--- config.mk ---
export PLATFORM = sky130hd
export DESIGN_NAME = copy_pair_gen
export DESIGN_NICKNAME = d
export VERILOG_FILES = /design/src/rtl/copy_pair_gen.sv
export SDC_FILE = /design/constraint.sdc
export NUM_CORES = 1
export LEC_CHECK = 0
export BUFFER_PORTS_ARGS = -buffer_cell sky130_fd_sc_hd__buf_2
export CAP_MARGIN = 30
export CORE_MARGIN = 3
export CORE_UTILIZATION = 25
export DETAILED_ROUTE_END_ITERATION = 10
export GPL_TIMING_DRIVEN = 0
export PLACE_DENSITY = 0.56
export SYNTH_ARGS = -nofsm -noshare
export SYNTH_HDL_FRONTEND = slang
export SYNTH_SLANG_ARGS = --single-unit
--- constraint.sdc ---
create_clock -name clk -period 4.95 [get_ports clk]
set_clock_uncertainty 0.2 [all_clocks]
set_input_delay 0.99 -clock clk [delete_from_list [all_inputs] [get_ports clk]]
set_output_delay 0.99 -clock clk [all_outputs]
set_load 0.01 [all_outputs]
--- src/rtl/copy_pair_gen.sv ---
module copy_pair_gen #(
  parameter int AW         = 64,
  parameter int SW         = 32,
  parameter int RING_DEPTH = 16,
  parameter int MAX_OLD    = 128,
  parameter int MAX_NEW    = 65,
  parameter int OLD_LEVEL  = 2
) (
  input  logic          clk,
  input  logic          rst_n,
  input  logic          req_valid,
  output logic          req_ready,
  input  logic [AW-1:0] req_src,
  input  logic [AW-1:0] req_dst,
  input  logic [SW-1:0] req_size,
  input  logic [1:0]    req_order,
  input  logic [2:0]    req_arch,
  input  logic          req_irq,
  output logic          err,
  output logic          rx_valid,
  input  logic          rx_ready,
  output logic [31:0]   rx_ctrl,
  output logic [31:0]   rx_meta,
  output logic [AW-1:0] rx_addr,
  output logic          tx_valid,
  input  logic          tx_ready,
  output logic [31:0]   tx_ctrl,
  output logic [31:0]   tx_meta,
  output logic [AW-1:0] tx_addr
);
  localparam int CHUNK = 65536;
  localparam int NW    = SW - 15;
  localparam int IW    = $clog2(RING_DEPTH);
  localparam logic [1:0] S_IDLE = 2'd0, S_RX = 2'd1, S_TX = 2'd2;

  logic [1:0]    st;
  logic [SW-1:0] rem;
  logic [AW-1:0] src_q, dst_q;
  logic          first_q, irq_q;
  logic [1:0]    ord_q;
  logic [IW-1:0] slot;
  logic [1:0]    phase;

  wire [NW-1:0] nchunks = NW'(({1'b0, req_size} + (SW+1)'(CHUNK - 1)) >> 16);
  wire          old_arch = req_arch <= 3'(OLD_LEVEL);
  wire [NW-1:0] limit = old_arch ? NW'(MAX_OLD) : NW'(MAX_NEW);
  wire          reject = (req_size == '0) || (old_arch && req_order == 2'd3) || (nchunks > limit);

  wire        last = rem <= SW'(CHUNK);
  wire [15:0] len  = last ? rem[15:0] : 16'h0000;
  wire [31:0] base_ctrl = {~first_q, 3'b000, last, first_q, phase, 8'h00, len};

  assign req_ready = st == S_IDLE;
  assign rx_valid  = st == S_RX;
  assign tx_valid  = st == S_TX;
  assign rx_addr   = dst_q;
  assign tx_addr   = src_q;
  assign rx_meta   = 32'h0;
  assign rx_ctrl   = base_ctrl | {2'b00, last && ord_q == 2'd3, last && irq_q, 28'h0};
  assign tx_ctrl   = base_ctrl | {1'b0, last && ord_q == 2'd1, 30'h0};
  assign tx_meta   = 32'h0108_0003 | {5'b0, last && ord_q == 2'd2, 26'h0};

  always_ff @(posedge clk or negedge rst_n) begin
    if (!rst_n) begin
      st      <= S_IDLE;
      err     <= 1'b0;
      rem     <= '0;
      src_q   <= '0;
      dst_q   <= '0;
      first_q <= 1'b0;
      irq_q   <= 1'b0;
      ord_q   <= 2'd0;
      slot    <= '0;
      phase   <= 2'd1;
    end else begin
      err <= 1'b0;
      case (st)
        S_IDLE: if (req_valid) begin
          if (reject) err <= 1'b1;
          else begin
            rem     <= req_size;
            src_q   <= req_src;
            dst_q   <= req_dst;
            first_q <= 1'b1;
            irq_q   <= req_irq;
            ord_q   <= req_order;
            st      <= S_RX;
          end
        end
        S_RX: if (rx_ready) st <= S_TX;
        S_TX: if (tx_ready) begin
          if (slot == IW'(RING_DEPTH - 1)) begin
            slot  <= '0;
            phase <= phase + 2'd1;
          end else slot <= slot + 1'b1;
          if (last) st <= S_IDLE;
          else begin
            rem     <= rem - SW'(CHUNK);
            src_q   <= src_q + AW'(CHUNK);
            dst_q   <= dst_q + AW'(CHUNK);
            first_q <= 1'b0;
            st      <= S_RX;
          end
        end
        default: st <= S_IDLE;
      endcase
    end
  end
endmodule

==> results.md, run 1 <==
- Vias in the first global route: 11200
- RSZ-0062 raised after global routing: no
- Slowest stage delay, CP: 770 ps
- Clk slew on worst S/H paths: 80 ps
- Fin util: 33.4%
- Min-delay src: irq_q
- Synth Instances: 1268
- DR WL/cell: 22.5 µm
- Synth Flop Type: dfrtp_1
- WP buf/inv: 4
- Required @ worst endpoint: 5040 ps
- CP Launch Type: input port
- Period utilisation layout: 95.1%
- WHS Path Cells: 2
- Via density: 5.21
- Max Clock Freq: 212 MHz
- Starting DRT DRC Count: 1305
- Synth Warn #: 0
- IO buf count: 348
- Placer Congestion: 0.915
- Min Tclk post-route: 4710 ps
- Max VDD drop: 267 µV
- Critical path class: in2reg
- Distinct cells, synth: 78
- CORE AREA: 0.0420 mm²
- Setup repair bufs after CTS: 0
- Initial Utilization: 25.4%
- Initial antenna violation count: 3
- Fillers: 4501
- CP Capture Type: flop
- Pins Over Slew Limit: 0
- Rows: 75
- Grt ovf: 0
- Worst path depth: 15
- Clock sinks: 173
- GRT Overall Usage: 22.0%
- Hold buffers post-CTS: 0
- Post-synth EDFFs: 0
- CTS tree: built
- Status: finished clean
- Psw: 1.61 mW
- Post-synthesis to final-layout area growth: 31.4%
- Cells on worst reg2reg path: 9
- Post-Route WL: 51.2 mm
- Slew HR: 25.9%
- Clock Path Buffers: 2
- Post-CTS sizing: 0
- Crit path top cell by count: buf_2
- Largest net degree at the start of global routing: 106
- Clk root buf: clkbuf_16
- Post-route insts no fill: 2271
- Area contributors post-synth: dfrtp_1, nand2_1, buf_4, a21oi_1, nor2_1
- Hold WC Path Type: reg2reg
- H-tree levels: 4
- Cell taking the most area after synthesis: dfrtp_1
- Setup violations, final: 0
- Post-synth ARST share: 100%
- First-pass GRT wire length: 73.5 mm
- Number of CTS-inserted buffers: 17
- CP cell instances: buf_2 > nor4_1 > and4_1 > buf_2 > nor2_1 > nand2_1 > xnor2_1 > ha_1 > a32o_1 > o211a_1 > a32o_1 > o2111ai_1 > buf_2 > buf_1 > a22oi_1
- Remaining antenna violation count: 0
- Layout cells sized above 1: 31.8%
- Worst skew pair latency: 460 ps
- PD cells: 312 mW/mm²
- Critical path origin: req_size[4]
- Combinational power share: 26.8%
- Synthesized area per cell: 8.42 µm²
- Slowest CP cell: buf_1
- Cells after DPL: 2238
- Clock share of power: 31.6%
- Storage element area: 0.00433 mm²
- Die W: 213 µm
- Syn Std Cell Area: 0.0107 mm²
- Max_cap viols: 0
- Largest delay share family, worst path: buffers and inverters
- DRT Pass-1 Iters: 8
- P_int: 2.76 mW
- Fin nets: 1897
- I/O Pins: 431
- Switching portion of total power: 36.9%
- Sequential share of power: 41.6%
- Multi-input gate area: 0.00537 mm²
- Fin. Hold Viols: 0
- Worst R2R Start: rem[18]
- DR vias: 11800
- CP arrival: 4800 ps
- Leak Pwr: 7.15 nW
- Top cell type's share of synthesized area: 40.3%
- Seq cells post-synth: 173
- Worst-margin pin slew: 1110 ps
- Seq/Total Area, Yosys: 40.6%
- Die Y: 213 µm
- DRC Markers: 0
- HPWL after DPL: 38.4 mm
- Die ar.: 0.0452 mm²
- Hold Slack: 258 ps
- CP Max Fanout: 10
[worst reg2reg max path, stage by stage, from the launching register on]
cell and delay [ps]:
dfrtp_1 460, or4_4 610, nor3_2 310, nand3b_1 390, o21ai_1 630, buf_2 480
buf_2 450, nor2_1 100, o22ai_1 140, mux2i_1 90
[power by group through the flow]
stage               sequential (mW)  combinational (mW)  clock, mW
global placement               1.83                1.15          0
global route                   1.85                1.28       1.47
finish                         1.82                1.17       1.38
floorplan                      1.84               0.564          0
detailed placement             1.84                1.16          0
CTS                            1.81                1.17       1.41
[cells in the mapped netlist, types with 4 or more instances]
cell,n
buf_1,8
buf_6,4
o211ai_1,13
nand3_1,45
nor3_1,49
o22ai_1,36
mux2i_1,15
nor2_1,78
nand4_1,21
dfrtp_1,172
clkbuf_1,24
a221oi_2,5
nand2_1,228
and2_1,10
o221ai_1,7
a41oi_1,7
o32a_1,4
ha_1,8
a31oi_1,16
a21oi_1,61
a211oi_1,18
and3_1,34
a311oi_1,13
o31ai_1,10
buf_4,108
or4_1,7
inv_1,33
nor4_1,17
a22oi_1,14
o21ai_1,6
o211a_1,4
buf_2,29
a2bb2oi_1,7
or2_2,5
or3_1,14
xnor2_1,5
a32o_1,5
o2bb2ai_1,7
o21ai_0,57
[flip-flops by register name, indices dropped and copies added, names as in the netlist]
| signal | count |
|---|---|
| err | 1 |
| first_q | 1 |
| irq_q | 1 |
| ord_q | 2 |
| phase | 2 |
| rem | 32 |
| rx_addr | 64 |
| slot | 4 |
| st | 2 |
| tx_addr | 64 |
[metrics by stage]
stage	setup WS, ps	TNS, ps	area [µm²]	power [mW]
finish	240	0	14000	4.38
global route	27.0	0	14000	4.60
CTS	307	0	14000	4.39
detailed placement	-184	-3940	13500	3.00
global placement	-570	-96510	13400	2.97
floorplan	953	0	11000	2.41
[area by class of cell]
class / instances / area share (%)
diodes: 1 / 0.0178
plain buffers: 176 / 8.21
clock buffers: 22 / 3.31
clock inverters: 10 / 0.741
inverters: 33 / 0.883
multi-input cells: 966 / 38.3
flip-flops and latches: 173 / 30.9
well taps: 539 / 4.81
repair buffers: 351 / 12.9
[layout by cell type, fill, tap and decap left out, types with 15 or more instances in the layout]
| master | instances |
|---|---|
| nor4_1 | 17 |
| a211oi_1 | 18 |
| nor2_1 | 78 |
| nor3_1 | 49 |
| o22ai_1 | 36 |
| dfrtp_1 | 172 |
| a31oi_1 | 16 |
| clkbuf_1 | 27 |
| buf_4 | 108 |
| nand4_1 | 21 |
| o21ai_0 | 57 |
| conb_1 | 82 |
| nand3_1 | 45 |
| clkbuf_16 | 17 |
| and3_1 | 34 |
| inv_1 | 33 |
| a21oi_1 | 61 |
| buf_2 | 376 |
| mux2i_1 | 15 |
| nand2_1 | 228 |
[layer usage]
| layer | routed length (µm) | up-vias | GRT usage [%] |
|---|---|---|---|
| li1 | - | 5330 | - |
| met1 | 21400 | 5820 | 29.4 |
| met2 | 24100 | 605 | 35.7 |
| met3 | 4410 | 76 | 4.47 |
| met4 | 1310 | 2 | 7.20 |
| met5 | 7 | - | 0 |
[logic make-up (layout without fill, tap and decap cells)]
kind of cell             Yosys count  count (layout)  synth area share, %
XOR/XNOR                           7               7                0.575
flip-flops                       173             173                 40.6
adder cells (fa/ha/maj)            8               8                0.938
multiplexers                      15              15                 1.41
buffers and inverters            209             592                 11.9
other                              2              83               0.0704
AND/OR/NAND/NOR                  531             531                 23.7
AO/OA/AOI/OAI                    323             323                 20.8
[path summary, 6_finish.rpt]
check                           slack (ps)          end
worst max-delay path                   240  rx_addr[22]
worst min-delay path                   260        irq_q
worst max register to register         970  rx_addr[50]
worst min register to register         260        irq_q
max in group asynchronous             3260      rem[16]
min in group asynchronous              310  tx_addr[50]
(Power assumes the default switching activity.)
==> inputs of run 2 (changes only) <==
--- a/config.mk
+++ b/config.mk
@@ -12,6 +12,7 @@
 export DETAILED_ROUTE_END_ITERATION = 10
 export GPL_TIMING_DRIVEN = 0
 export PLACE_DENSITY = 0.56
+export SETUP_SLACK_MARGIN = 0.4
 export SYNTH_ARGS = -nofsm -noshare
 export SYNTH_HDL_FRONTEND = slang
 export SYNTH_SLANG_ARGS = --single-unit
==> constraint.sdc (replaced) <==
create_clock -name clk -period 4.95 [get_ports clk]
set_clock_uncertainty 0.2 [all_clocks]
set_input_delay 0.99 -clock clk [delete_from_list [all_inputs] [get_ports clk]]
set_output_delay 0.99 -clock clk [all_outputs]
set_load 0.05 [all_outputs]
==> results.md, run 2 (same netlist as run 1, synthesis figures left out) <==
- Starting DRT DRC Count: 1415 (was 1305)
- WP buf/inv: 1 (was 4)
- Critical path origin: rem[18] (was req_size[4])
- Die W: 213 µm (unchanged)
- Worst skew pair latency: 460 ps (about the same)
- Cells after DPL: 2238 (unchanged)
- Final WS setup: 550 ps (was 240 ps)
- DR vias: 11900 (was 11800)
- Initial antenna violation count: 3 (unchanged)
- Min Tclk post-route: 4400 ps (was 4710 ps)
- Min-delay src: irq_q (unchanged)
- Rows: 75 (unchanged)
- RSZ-0062 raised after global routing: yes (was no)
- Number of CTS-inserted buffers: 17 (unchanged)
- CORE AREA: 0.0420 mm² (unchanged)
- Largest net degree at the start of global routing: 106 (unchanged)
- CP Capture Type: primary output (was flop)
- Via density: 5.22 (was 5.21)
- Period utilisation layout: 88.9% (was 95.1%)
- Remaining antenna violation count: 0 (unchanged)
- DRT Pass-1 Iters: 8 (unchanged)
- Max_cap viols: 0 (unchanged)
- Most frequent cells in the layout: buf_2, nand2_1, dfrtp_1, buf_4, conb_1 (unchanged)
- Post-route insts no fill: 2274 (was 2271)
- Fin. Hold Viols: 0 (unchanged)
- GRT Overall Usage: 22.0% (about the same)
- Clk root buf: clkbuf_16 (unchanged)
- Fin nets: 1900 (was 1897)
- Setup violations, final: 0 (unchanged)
- CTS tree: built (unchanged)
- Grt ovf: 0 (unchanged)
- CP Max Fanout: 8 (was 10)
- Total power: 4.94 mW (was 4.38 mW)
- Die Y: 213 µm (unchanged)
- Worst R2R Start: rem[18] (unchanged)
- CP cell instances: or4_4 > nor3_2 > nand3b_1 > nor2_1 > and3_1 > buf_2 (was buf_2 > nor4_1 > and4_1 > buf_2 > nor2_1 > nand2_1 > xnor2_1 > ha_1 > a32o_1 > o211a_1 > a32o_1 > o2111ai_1 > buf_2 > buf_1 > a22oi_1)
- PD cells: 351 mW/mm² (was 312 mW/mm²)
- Final setup TNS: 0 ps (unchanged)
- Slew HR: 25.5% (was 25.9%)
- Clk slew on worst S/H paths: 80 ps (about the same)
- Critical path class: reg2out (was in2reg)
- Pins Over Slew Limit: 0 (unchanged)
- Hold Slack: 258 ps (about the same)
- I/O Pins: 431 (unchanged)
- Hold WC Path Type: reg2reg (unchanged)
- DRC Markers: 0 (unchanged)
- Status: finished clean (unchanged)
- Die ar.: 0.0452 mm² (unchanged)
- Required @ worst endpoint: 3760 ps (was 5040 ps)
- CP arrival: 3210 ps (was 4800 ps)
- CP Launch Type: flop (was input port)
- First-pass GRT wire length: 73.6 mm (was 73.5 mm)
- Leak Pwr: 7.18 nW (was 7.15 nW)
- Post-Route WL: 51.2 mm (about the same)
- Max VDD drop: 265 µV (was 267 µV)
- Vias in the first global route: 11200 (about the same)
- H-tree levels: 4 (unchanged)
- Pre-CTS setup slack: -184 ps (unchanged)
- Worst-margin pin slew: 1120 ps (was 1110 ps)
- Placer Congestion: 0.915 (unchanged)
- DR WL/cell: 22.5 µm (about the same)
- Slowest stage delay, CP: 600 ps (was 770 ps)
- Layout cells sized above 1: 32.3% (was 31.8%)
- IO buf count: 348 (unchanged)
- Commonest non-fill, non-tap cell in the layout: buf_2 (unchanged)
- Largest delay share family, worst path: simple AND/OR/NAND/NOR gates (was buffers and inverters)
- Clock Path Buffers: 2 (unchanged)
- Max Clock Freq: 227 MHz (was 212 MHz)
- Slowest CP cell: or4_4 (was buf_1)
- Clock sinks: 173 (unchanged)
- HPWL after DPL: 38.4 mm (unchanged)
- Initial Utilization: 25.4% (unchanged)
- Post-synthesis to final-layout area growth: 31.8% (was 31.4%)
[run 2: cell types whose count changed in the layout (fill, tap and decap cells not counted), moves of 2 or more]
cell,previous run,this run
buf_1,8,6
buf_4,108,111
clkbuf_1,27,25
clkbuf_2,2,5
clkbuf_4,0,2
nor4_1,17,15
nor4_2,0,2
[run 2: final timing paths]
path,end,slack [ps],depth (start not counted)
hold / removal,irq_q,260,2
setup / recovery,rx_ctrl[29],550,6
hold reg to reg,irq_q,260,2
setup reg to reg,rx_addr[50],980,9
max in group asynchronous,tx_addr[26],3210,2
min in group asynchronous,tx_addr[2],310,1
[run 2: per-stage QoR]
step           utilization (%)  cell area (µm²)
4_1_cts                   33.4            14000
3_5_place_dp              32.0            13500
2_1_floorplan                -            11000
5_1_grt                   33.5            14100
3_3_place_gp              31.8            13400
6_report                  33.5            14100
[run 2: cell type report]
type	count	area, µm²
antenna	1	2.50
buffer	176	1160
clock buffer	22	464
clock inverter	10	104
fill	4503	28000
inverter	33	124
multi-input combinational	966	5380
sequential	173	4330
tap	539	674
timing repair buffer	354	1830
[run 2: repair_timing]
item / 4_1_cts / 5_1_grt
endpoints found under the setup margin: 27 / 92
hold buffers: 0 / 0
resized for setup: 2 / 11
setup buffers: 3 / 0
pin swaps: 1 / 0
[run 2: worst reg2reg max path, stage by stage, from the launching register on]
cell and delay (ps):
dfrtp_1 460, or4_4 600, nor3_2 310, nand3b_1 390, o21ai_1 620, buf_2 470
buf_2 450, nor2_1 100, o22ai_1 140, mux2i_1 90
[run 2: report_power, final]
part / switching [mW] / internal, mW
Sequential: 0.224 / 1.60
Clock: 0.648 / 0.729
Combinational: 1.30 / 0.446
[run 2: layer usage]
layer / GRT usage [%] / vias to the layer above / routed length (µm)
li1: - / 5324 / -
met1: 29.3 / 5838 / 21200
met2: 35.4 / 619 / 24000
met3: 4.62 / 83 / 4480
met4: 7.82 / 2 / 1450
met5: 0 / - / 7
